[config.mk]
export PLATFORM = sky130hd
export DESIGN_NAME = rtc_rate_divider
export DESIGN_NICKNAME = d
export VERILOG_FILES = /design/src/rtl/rtc_rate_pkg.sv /design/src/rtl/rtc_div_chain.sv /design/src/rtl/rtc_rate_tap.sv /design/src/rtl/rtc_sqw_gen.sv /design/src/rtl/rtc_rate_divider.sv
export SDC_FILE = /design/constraint.sdc
export NUM_CORES = 1
export LEC_CHECK = 0
export ABC_AREA = 0
export BUFFER_PORTS_ARGS = -buffer_cell sky130_fd_sc_hd__buf_4
export CORE_MARGIN = 3
export CORE_UTILIZATION = 40
export CTS_BUF_LIST = sky130_fd_sc_hd__clkbuf_8 sky130_fd_sc_hd__clkbuf_16
export DETAILED_ROUTE_END_ITERATION = 12
export PLACE_DENSITY_LB_ADDON = 0.3
export SETUP_SLACK_MARGIN = 0.02
export SYNTH_ARGS = -nofsm -noshare
export SYNTH_HDL_FRONTEND = slang
export SYNTH_HIERARCHICAL = 1
export SYNTH_SLANG_ARGS = --single-unit
[constraint.sdc]
create_clock -name clk_i -period 3.89 [get_ports clk_i]
set_clock_uncertainty 0.1 [all_clocks]
set_input_delay 0 -clock clk_i [delete_from_list [all_inputs] [get_ports clk_i]]
set_output_delay 0 -clock clk_i [all_outputs]
set_load 0.02 [all_outputs]
[src/rtl/rtc_rate_pkg.sv]
package rtc_rate_pkg;
  localparam int unsigned CTL_W = 3;

  typedef enum logic [CTL_W-1:0] {
    DC_RUN   = 3'd2,
    DC_CLR_A = 3'd6,
    DC_CLR_B = 3'd7
  } div_ctl_e;

  function automatic logic is_clear(input logic [CTL_W-1:0] c);
    return (c == DC_CLR_A) || (c == DC_CLR_B);
  endfunction

  function automatic logic is_run(input logic [CTL_W-1:0] c);
    return c == DC_RUN;
  endfunction
endpackage

[src/rtl/rtc_div_chain.sv]
module rtc_div_chain
  import rtc_rate_pkg::*;
#(
  parameter int unsigned DIV_W = 15
) (
  input  logic             clk_i,
  input  logic             rst_ni,
  input  logic             ref_en_i,
  input  logic [CTL_W-1:0] div_ctl_i,
  output logic [DIV_W-1:0] cnt_o,
  output logic             step_o,
  output logic             tick_sec_o
);
  logic [DIV_W-1:0] cnt_q;
  logic             run, clr, tick_q;

  assign run    = is_run(div_ctl_i);
  assign clr    = is_clear(div_ctl_i);
  assign step_o = run & ref_en_i;

  always_ff @(posedge clk_i or negedge rst_ni) begin
    if (!rst_ni) begin
      cnt_q  <= '0;
      tick_q <= 1'b0;
    end else begin
      tick_q <= step_o & (&cnt_q);
      if (clr)         cnt_q <= '0;
      else if (step_o) cnt_q <= cnt_q + 1'b1;
    end
  end

  assign cnt_o      = cnt_q;
  assign tick_sec_o = tick_q;

  AST_CLR_HOLDS: assert property (@(posedge clk_i) disable iff (!rst_ni)
    clr |=> (cnt_q == '0));
  AST_STEP_ONE: assert property (@(posedge clk_i) disable iff (!rst_ni)
    (run && ref_en_i) |=> (cnt_q == $past(cnt_q) + 1'b1));
  AST_FREEZE: assert property (@(posedge clk_i) disable iff (!rst_ni)
    (!clr && !(run && ref_en_i)) |=> $stable(cnt_q));
endmodule

[src/rtl/rtc_rate_tap.sv]
module rtc_rate_tap #(
  parameter int unsigned DIV_W  = 15,
  parameter int unsigned RATE_W = 4
) (
  input  logic              clk_i,
  input  logic              rst_ni,
  input  logic [DIV_W-1:0]  cnt_i,
  input  logic              step_i,
  input  logic [RATE_W-1:0] rate_i,
  output logic              periodic_o
);
  localparam int unsigned NCODE = 1 << RATE_W;

  logic [NCODE-1:0] hit;
  logic             per_q;

  // code k fires when the low k-1 count bits are all ones
  for (genvar k = 0; k < NCODE; k++) begin : g_hit
    if (k == 0) begin : g_off
      assign hit[k] = 1'b0;
    end else if (k == 1) begin : g_every
      assign hit[k] = 1'b1;
    end else if (k - 1 <= DIV_W) begin : g_tap
      assign hit[k] = &cnt_i[k-2:0];
    end else begin : g_none
      assign hit[k] = 1'b0;
    end
  end

  always_ff @(posedge clk_i or negedge rst_ni) begin
    if (!rst_ni) per_q <= 1'b0;
    else         per_q <= step_i & hit[rate_i];
  end

  assign periodic_o = per_q;

  AST_RATE_OFF: assert property (@(posedge clk_i) disable iff (!rst_ni)
    (rate_i == '0) |=> !periodic_o);
  AST_NO_EVENT_IDLE: assert property (@(posedge clk_i) disable iff (!rst_ni)
    !step_i |=> !periodic_o);
endmodule

[src/rtl/rtc_sqw_gen.sv]
module rtc_sqw_gen #(
  parameter int unsigned DIV_W  = 15,
  parameter int unsigned RATE_W = 4
) (
  input  logic              clk_i,
  input  logic              rst_ni,
  input  logic [DIV_W-1:0]  cnt_i,
  input  logic [RATE_W-1:0] rate_i,
  input  logic              en_i,
  output logic              sqw_o
);
  localparam int unsigned NCODE = 1 << RATE_W;

  logic [NCODE-1:0] tap;
  logic             sqw_q;

  // code k follows count bit k-2; codes 0 and 1 have no usable bit
  for (genvar k = 0; k < NCODE; k++) begin : g_tap
    if (k >= 2 && k - 2 < DIV_W) begin : g_bit
      assign tap[k] = cnt_i[k-2];
    end else begin : g_low
      assign tap[k] = 1'b0;
    end
  end

  always_ff @(posedge clk_i or negedge rst_ni) begin
    if (!rst_ni) sqw_q <= 1'b0;
    else         sqw_q <= en_i & tap[rate_i];
  end

  assign sqw_o = sqw_q;

  AST_SQW_OFF: assert property (@(posedge clk_i) disable iff (!rst_ni)
    (!en_i || rate_i < 2) |=> !sqw_o);
endmodule

[src/rtl/rtc_rate_divider.sv]
module rtc_rate_divider
  import rtc_rate_pkg::*;
#(
  parameter int unsigned DIV_W  = 15,
  parameter int unsigned RATE_W = 4
) (
  input  logic              clk_i,
  input  logic              rst_ni,
  input  logic              ref_en_i,
  input  logic [CTL_W-1:0]  div_ctl_i,
  input  logic [RATE_W-1:0] rate_sel_i,
  input  logic              sqw_en_i,
  output logic              tick_sec_o,
  output logic              periodic_o,
  output logic              sqw_o
);
  logic [DIV_W-1:0] cnt;
  logic             step;

  rtc_div_chain #(.DIV_W(DIV_W)) u_chain (
    .clk_i      (clk_i),
    .rst_ni     (rst_ni),
    .ref_en_i   (ref_en_i),
    .div_ctl_i  (div_ctl_i),
    .cnt_o      (cnt),
    .step_o     (step),
    .tick_sec_o (tick_sec_o)
  );

  rtc_rate_tap #(.DIV_W(DIV_W), .RATE_W(RATE_W)) u_tap (
    .clk_i      (clk_i),
    .rst_ni     (rst_ni),
    .cnt_i      (cnt),
    .step_i     (step),
    .rate_i     (rate_sel_i),
    .periodic_o (periodic_o)
  );

  rtc_sqw_gen #(.DIV_W(DIV_W), .RATE_W(RATE_W)) u_sqw (
    .clk_i  (clk_i),
    .rst_ni (rst_ni),
    .cnt_i  (cnt),
    .rate_i (rate_sel_i),
    .en_i   (sqw_en_i),
    .sqw_o  (sqw_o)
  );

  AST_TICK_ALIGN: assert property (@(posedge clk_i) disable iff (!rst_ni)
    (tick_sec_o && $past(rate_sel_i) != '0) |-> periodic_o);
  AST_NO_TICK_CLR: assert property (@(posedge clk_i) disable iff (!rst_ni)
    is_clear(div_ctl_i) |=> (!tick_sec_o && !periodic_o));
  AST_TICK_PULSE: assert property (@(posedge clk_i) disable iff (!rst_ni)
    tick_sec_o |=> !tick_sec_o);
endmodule

After elaboration in Yosys (flattened, before gate mapping) --
Index checks and enable logic that the tools add are counted.
Word-level totals: ROM bits 0, logic and storage cells 35, input port bits 11, output and inout bits 3, RAM bits 0, register bits 18, bits in latches 0, memories kept 0
Cells by class: order comparisons 1, add/subtract/negate cells 1, multiplexer cells 6, reduce and logical (&&, ||, !) cells 16, multiply operators 0, shift operators 0, bitwise logic cells 4, div/mod/pow operators 0, eq/ne operators 3
Operators with widths (count):
- 15-bit 2-to-1 mux | 2
- 15-bit by 1-bit adder with 15-bit output (second input constant) | 1
- 15-bit AND reduction | 1
- 14-bit AND reduction | 1
- 13-bit AND reduction | 1
- 12-bit AND reduction | 1
- 11-bit AND reduction | 1
- 10-bit AND reduction | 1
- 9-bit AND reduction | 1
- 1-bit binary-select mux with 4-bit select | 2
- 8-bit AND reduction | 1
- 7-bit AND reduction | 1
- 3-bit == test (second input constant) | 2
- 6-bit AND reduction | 1
- 4-bit by 5-bit less-than comparator with 1-bit output (second input constant) | 1
- 5-bit AND reduction | 1
- 1-bit bitwise AND | 4
- 4-bit AND reduction | 1
- 3-bit by 2-bit == test with 1-bit output (second input constant) | 1
- 3-bit AND reduction | 1
- 1-bit 2-to-1 mux | 2
- 2-bit AND reduction | 1
- 2-bit nonzero test | 1
- 1-bit logical OR | 1

Longest topological paths before layout --
Gate-level depths: netlist (run 1).
depth after elaboration 4, depth in mapped cells 5, mapped depth without buffers 5

Cells and area by module --
The synthesis (run 1) kept the hierarchy.
By module, submodules not included:
- rtc_div_chain | cells an instance 82, seq. area each 400.4 sq um, instances 1, area an instance 814.5 sq um
- rtc_rate_tap | cells an instance 24, seq. area each 25.0 sq um, instances 1, area an instance 167.7 sq um
- rtc_sqw_gen | cells an instance 10, seq. area each 25.0 sq um, instances 1, area an instance 153.9 sq um

Worst setup path after synthesis (run 1) --
No wires, ideal clock.
path kind flip-flop to flip-flop, start point register u_chain.cnt_q[0], in the netlist u_chain/cnt_o[0], end point register u_chain.cnt_q[12], in the netlist u_chain/cnt_o[12], cell stages (with the launch flop) 6, clock period less this slack 1693 ps, arrival 1516 ps, setup slack 2197 ps, buffers on the path 0, required time 3712 ps, setup time 78 ps, path through dfrtp_1 -> ha_1 -> nand3_1 -> or2_2 -> or4_1 -> a21oi_1
On the way: word-level cells in the longest chain between the ends 3
RTL lines:
- from (decl) | line rtc_div_chain.sv:14 | logic [DIV_W-1:0] cnt_q;
- from (signal assigned) | line rtc_div_chain.sv:28 | else if (step_o) cnt_q <= cnt_q + 1'b1;
- 15-bit by 1-bit adder with 15-bit output | line rtc_div_chain.sv:28
- 15-bit 2-to-1 mux | line rtc_div_chain.sv:28
- 15-bit 2-to-1 mux | line rtc_div_chain.sv:27 | if (clr) cnt_q <= '0;
No other way between the ends. The select of a mux whose other input is x is not followed. A chain may end at the register's enable or synchronous reset.

Worst setup path after layout (run 1) --
start point register u_chain.cnt_q[5], in the netlist u_chain/cnt_o[5], end point register u_sqw.sqw_q, in the netlist u_sqw/sqw_o
On the way: word-level cells in the longest chain between the ends 3
RTL lines:
- 1-bit binary-select mux with 4-bit select | line rtc_sqw_gen.sv:28 | else sqw_q <= en_i & tap[rate_i];
- 1-bit 2-to-1 mux (implied by the code) | line rtc_sqw_gen.sv:28
- 1-bit bitwise AND | line rtc_sqw_gen.sv:28
- to (signal assigned) | line rtc_sqw_gen.sv:28
- to (decl) | line rtc_sqw_gen.sv:15 | logic sqw_q;
No other way between the ends. The select of a mux whose other input is x is not followed.

==> metrics.cfg, run 1 <==
[logic_synthesis]
synth-edff-count=0
yosys_warnings=6
synthCells=116
syn-cell-area_sq_mm=0.00114
async_flop_share_pct=100
synth_ff_type=dfrtp_1
synth.net_count=128
synth.avg_cell_area_sq_um=9.79
synth_seq_cells=18
synthDistinctLibCells=42
yosysSeqAreaShare_pct=39.6

[routing]
drt-vias-per-instance=5.89
drt_pass1_iterations=4
ant_nets=0
drtIter0Drc=30
finalWirelength_um=2620
drc_errors=0
wl_per_cell_um=15.7
vias=983

[setup_path]
crit_type=reg -> reg
r2r-start=u_chain/cnt_o[5]$_DFFE_PN0P_
cp-end-kind=flip-flop
worstPathMaxFanout=8
rrSetupSlack_ns=1.77
r2r_cells=4
cp.required_ns=3.93
timing.rr.end=u_sqw/sqw_o$_DFF_PN0_
start_kind=flip-flop
cp.arrival_ns=2.17

[power]
peakVddDrop_mv=0.198
p_leak_nw=0.609
power_mw=0.385
p_per_area_mw_per_mm2=281

[floorplan]
core_area_sq_mm=0.00259
die_area_sq_mm=0.00352
start_util_pct=43.9
io_pins=14
fp.dieW_um=59.3
fp.dieH_um=59.3
rows=18

[timing]
finalCriticalPeriod_ns=2.12
whs_ns=0.0507
finalMaxSlewViolations=0
fin_crit_sh_pct=54.6
final.setup.worst_slack_ns=1.77
setup_viol=0
hold_viol=0
fmax_mhz=471
tightest_slew_ns=0.729
fin_tns_setup_ns=0
rsz0062_at_grt=false
relSlewSlack_pct=51.4

[layout]
syn2layout_area_growth_pct=20.8
postLayoutCellArea_sq_mm=0.00137
utilization_pct=53.0
nets=150
num_antenna_cells=0
final_common_cell=dfrtp_1
finalNonFillerCells=167
drive_gt1_share_pct=20.4
layout_common_cells=dfrtp_1, buf_4, nor2_1

[cts]
cts-root-buf=clkbuf_8
cts_buffers=3
htree_levels=1
clk_latency_ns=0.26
cts_tree=done
cts.sinks=18
cts_buffer_depth=2
clkTransAtPathRegs_ns=0.07
post-cts-setup-buffer-count=0

[placed_design]
gp_congestion=0.822
place_area_sq_mm=0.00127
placed_cells=158
place_ws_ns=2.06
place.detailed.hpwl_um=1840
io_buffers=13

[run]
drv_cap=0

[grt]
grt_max_degree=19
grt_pass1_vias=970
grt_pass1_wl_um=4290
grt_usage_pct=16.3
grt.overflow.total=0
grt_antenna_before_repair=0

[run_status]
status=finished, final reports clean

[worst_hold_path]
holdCritPathClass=in -> async

worst max-delay path, cell delays in order (launching register included):
cell and delay, ns:
dfrtp_1 0.47, mux4_2 0.52, a221oi_2 0.28, a211oi_1 0.08, dlygate4sd3_1 0.56
how the worst max path moves through the flow:
stage                                  from                            end  slack, ns  depth (start not counted)
2_1_floorplan  u_chain/cnt_o[0]$_DFFE_PN0P_  u_chain/cnt_o[12]$_DFFE_PN0P_       2.20                          5
3_3_place_gp   u_chain/cnt_o[0]$_DFFE_PN0P_  u_chain/cnt_o[12]$_DFFE_PN0P_       2.10                          5
3_5_place_dp   u_chain/cnt_o[0]$_DFFE_PN0P_  u_chain/cnt_o[12]$_DFFE_PN0P_       2.06                          5
4_1_cts        u_chain/cnt_o[5]$_DFFE_PN0P_          u_sqw/sqw_o$_DFF_PN0_       1.76                          4
5_1_grt        u_chain/cnt_o[5]$_DFFE_PN0P_          u_sqw/sqw_o$_DFF_PN0_       1.70                          4
6_report       u_chain/cnt_o[5]$_DFFE_PN0P_          u_sqw/sqw_o$_DFF_PN0_       1.77                          4
final cells by class:
| cell class | count | area, sq um |
|---|---|---|
| Multi-Input combinational cell | 91 | 659 |
| Clock buffer | 4 | 55.1 |
| Tap cell | 30 | 37.5 |
| Fill cell | 220 | 1220 |
| Sequential cell | 18 | 450 |
| Inverter | 6 | 22.5 |
| Timing Repair Buffer | 18 | 148 |
cells by family (layout without fill, tap and decap cells):
logic type | count (synthesis) | in the layout | share of synthesized area (%)
fa+ha+maj | 1 | 1 | 1.10
xor+xnor | 9 | 9 | 6.94
mux | 6 | 6 | 9.36
buf+inv | 7 | 28 | 2.31
flops | 18 | 18 | 39.6
simple gates | 54 | 54 | 27.8
compound gates | 21 | 21 | 12.9
report_power, final:
| group | internal, mW | switching (mW) | leakage, nW |
|---|---|---|---|
| clock | 0.0900 | 0.0637 | 0.0288 |
| sequential | 0.189 | 0.00268 | 0.250 |
| combinational | 0.0190 | 0.0209 | 0.330 |
state kept, by name (all words and copies together) (netlist names):
name and cells:
u_chain/cnt_o 15, u_sqw/sqw_o 1, u_tap/periodic_o 1, u_chain/tick_sec_o 1
synth_stat cells (2+ instances only):
| library cell | n | share of area (%) |
|---|---|---|
| and4_1 | 2 | 1.5 |
| o211ai_1 | 3 | 2.0 |
| nor2_1 | 11 | 3.6 |
| xor2_1 | 5 | 3.9 |
| nand4_1 | 4 | 2.2 |
| mux4_1 | 2 | 4.6 |
| mux2i_1 | 2 | 1.8 |
| nand3_1 | 7 | 3.1 |
| and3_2 | 2 | 1.3 |
| nand2b_1 | 2 | 1.1 |
| xnor2_1 | 4 | 3.1 |
| nand2_1 | 10 | 3.3 |
| inv_1 | 5 | 1.7 |
| a31oi_1 | 2 | 1.1 |
| dfrtp_1 | 18 | 40 |
| o21ai_0 | 3 | 1.3 |
| a21oi_1 | 6 | 2.6 |
| or2_1 | 2 | 1.1 |
| nor3_1 | 3 | 1.3 |
routing by layer:
layer / part of all wire, % / up-vias / track usage (%)
met5: 0 / - / 0
met3: 4.4 / 2 / 2.83
met2: 48 / 29 / 27.6
li1: - / 472 / -
met4: 0.46 / 0 / 5.83
met1: 47 / 480 / 20.7
timing repair:
action                                 in CTS  in global routing
endpoints found under the hold margin      20                  0
hold buffers                                5                  0
gates resized for setup                     0                  0
Note: power is estimated with default switching activity, not from simulation.
==> run 2: changes to the inputs <==
Settings changed: ABC_AREA 0 to 1.
Clock period 3.89 ns to 2 ns, I/O delays scaled along.
==> metrics.cfg, run 2 <==
[timing]
finalCriticalPeriod_ns=1.72
fin_tns_setup_ns=0
finalMaxSlewViolations=0
relSlewSlack_pct=67.2
fin_crit_sh_pct=85.9
fmax_mhz=582
setup_viol=0
final.setup.worst_slack_ns=0.282
rsz0062_at_grt=false
tightest_slew_ns=0.490
hold_viol=0

[layout]
syn2layout_area_growth_pct=17.1
largest_reg_flops=15
num_antenna_cells=0
final_common_cell=nand2_1
layout_common_cells=nand2_1, inv_1, nor2_1
drive_gt1_share_pct=11.7
nets=252

[routing]
drc_errors=0
finalWirelength_um=3080
vias=1368
drt_pass1_iterations=4
drtIter0Drc=99
ant_nets=0
wl_per_cell_um=10.9
drt-vias-per-instance=4.83

[logic_synthesis]
synth-edff-count=0
synthDistinctLibCells=25
synth_seq_cells=18
synth.avg_cell_area_sq_um=6.14
yosysSeqAreaShare_pct=33.4
synth_area_leaders=dfrtp_1, nand2_1, inv_1, nor2_1, nand3_1
synth.top_cell.area_share_pct=33.4
syn-cell-area_sq_mm=0.00135
synth_ff_type=dfrtp_1
synth_most_common_cell=nand2_1
async_flop_share_pct=100
netlist_top_cells_count=nand2_1, inv_1, nor2_1, nand3_1, dfrtp_1
synthCells=220
yosys_warnings=6
synth.net_count=232
synth.largest_area_cell=dfrtp_1

[floorplan]
io_pins=14
start_util_pct=43.2
fp.dieW_um=64.1
core_area_sq_mm=0.00313
die_area_sq_mm=0.00411
rows=20
fp.dieH_um=64.1

[power]
p_leak_nw=0.810
swShare_pct=26.8
net-switching-power_mw=0.222
seqPwrFrac_pct=47.9
peakVddDrop_mv=0.319
clock_power_share_pct=36.4
p_int_mw=0.605
pwr-share-comb_pct=15.7
p_per_area_mw_per_mm2=523

[setup_path]
critPathSlowestCell=dlygate4sd3_1
crit_chain=inv_1 > nand2_1 > nand3_1 > nand2_1 > nand2_1 > nand2_1 > nand2_1 > a21oi_2 > dlygate4sd3_1
cp.arrival_ns=1.81
cp_common_cell=nand2_1
cp-end-kind=flip-flop
crit_type=reg -> reg
worstPathMaxFanout=6
start_kind=flip-flop
cp.required_ns=2.10
critical-path-max-stage-delay_ns=0.56

[placed_design]
gp_congestion=0.866
place_ws_ns=0.446
io_buffers=13
place.detailed.hpwl_um=2280

[grt]
grt_pass1_wl_um=5340
grt_pass1_vias=1191
grt_antenna_before_repair=0
grt.overflow.total=0
grt_usage_pct=16.5
grt_max_degree=19

[run_status]
status=finished, final reports clean

[cts]
cts_buffer_depth=2
clk_latency_ns=0.26
cts-root-buf=clkbuf_8
cts_tree=done
cts_buffers=3
htree_levels=1
cts.sinks=18
cts_resized=0
clkTransAtPathRegs_ns=0.07

[run]
drv_cap=0

[worst_hold_path]
holdCritPathClass=in -> reg

-- run 2: cell types whose count changed in the layout (fill, tap and decap cells not counted), sizes merged, moves of 4 or more --
cell	delta
inv	+36
xor2	-5
nand3	+15
o21ai	+4
nand2	+59
nor2	+24
a21oi	+6
xnor2	-4
-- run 2: per-stage QoR --
stage / area (sq um) / cells / total power [mW] / hold WS (ns) / utilization, %
final: 1580 / 283 / 0.827 / 0.00855 / 50.6
after global routing: 1580 / 283 / 0.878 / 0.0182 / 50.6
after CTS: 1580 / 283 / 0.841 / 0.00640 / 50.6
after detailed placement: 1490 / 275 / 0.525 / -0.213 / 47.5
after global placement: 1490 / 275 / 0.524 / -0.217 / 47.5
after floorplan: 1350 / 220 / 0.479 / -0.396 / -
-- run 2: power groups by stage --
stage	Clock [mW]	Combinational, mW	Sequential, mW
2_1_floorplan	0	0.0768	0.402
6_report	0.301	0.130	0.396
3_3_place_gp	0	0.121	0.402
5_1_grt	0.331	0.148	0.399
3_5_place_dp	0	0.122	0.403
4_1_cts	0.316	0.129	0.396
-- run 2: layout make-up --
cell class              count  area [sq um]
repair buffers             17           138
well taps                  44          55.1
clock buffers               4          55.1
flip-flops and latches     18           450
fillers                   330          1550
inverters                  42           160
multi-input cells         158           723
-- run 2: final timing paths --
| path | start | end | slack [ns] | depth (start not counted) |
|---|---|---|---|---|
| max | u_chain/cnt_o[5]$_DFFE_PN0P_ | u_sqw/sqw_o$_DFF_PN0_ | 0.28 | 9 |
| min | div_ctl_i[0] | u_chain/cnt_o[4]$_DFFE_PN0P_ | 0.009 | 4 |
| max reg2reg | u_chain/cnt_o[5]$_DFFE_PN0P_ | u_sqw/sqw_o$_DFF_PN0_ | 0.28 | 9 |
| min reg2reg | u_chain/cnt_o[14]$_DFFE_PN0P_ | u_chain/cnt_o[14]$_DFFE_PN0P_ | 0.44 | 2 |
| max in group asynchronous | rst_ni | u_chain/cnt_o[5]$_DFFE_PN0P_ | 1.57 | 2 |
| min in group asynchronous | rst_ni | u_chain/cnt_o[12]$_DFFE_PN0P_ | 0.04 | 2 |
-- run 2: critical path: cells and delay by family, from the launching register on --
family | cells | cell delay, ns
simple gates | 6 | 0.37
flops | 1 | 0.46
buf+inv | 2 | 0.62
compound gates | 1 | 0.11
-- run 2: what timing repair did --
item | CTS | global route
hold endpoints to repair | 20 | 0
hold buffers | 4 | 0
setup buffers | 0 | 0
endpoints found under the setup margin | 0 | 0
-- run 2: logic make-up (layout without fill, tap and decap cells) --
logic type | count (synthesis) | in the layout | synth area share (%)
buffers and inverters | 44 | 63 | 13.1
and+or+nand+nor | 136 | 136 | 44.2
AOI/OAI and AO/OA | 21 | 21 | 8.43
DFF | 18 | 18 | 33.4
adders and majority gates | 1 | 1 | 0.927
-- run 2: per-layer routing --
metal | wire [um] | track usage [%] | part of all wire (%) | vias up
met2 | 1410 | 27.2 | 46 | 35
li1 | - | - | - | 709
met1 | 1460 | 22.0 | 47 | 619
met4 | 53 | 6.33 | 1.7 | 0
met3 | 162 | 1.76 | 5.3 | 5
met5 | 0 | 0 | 0 | -
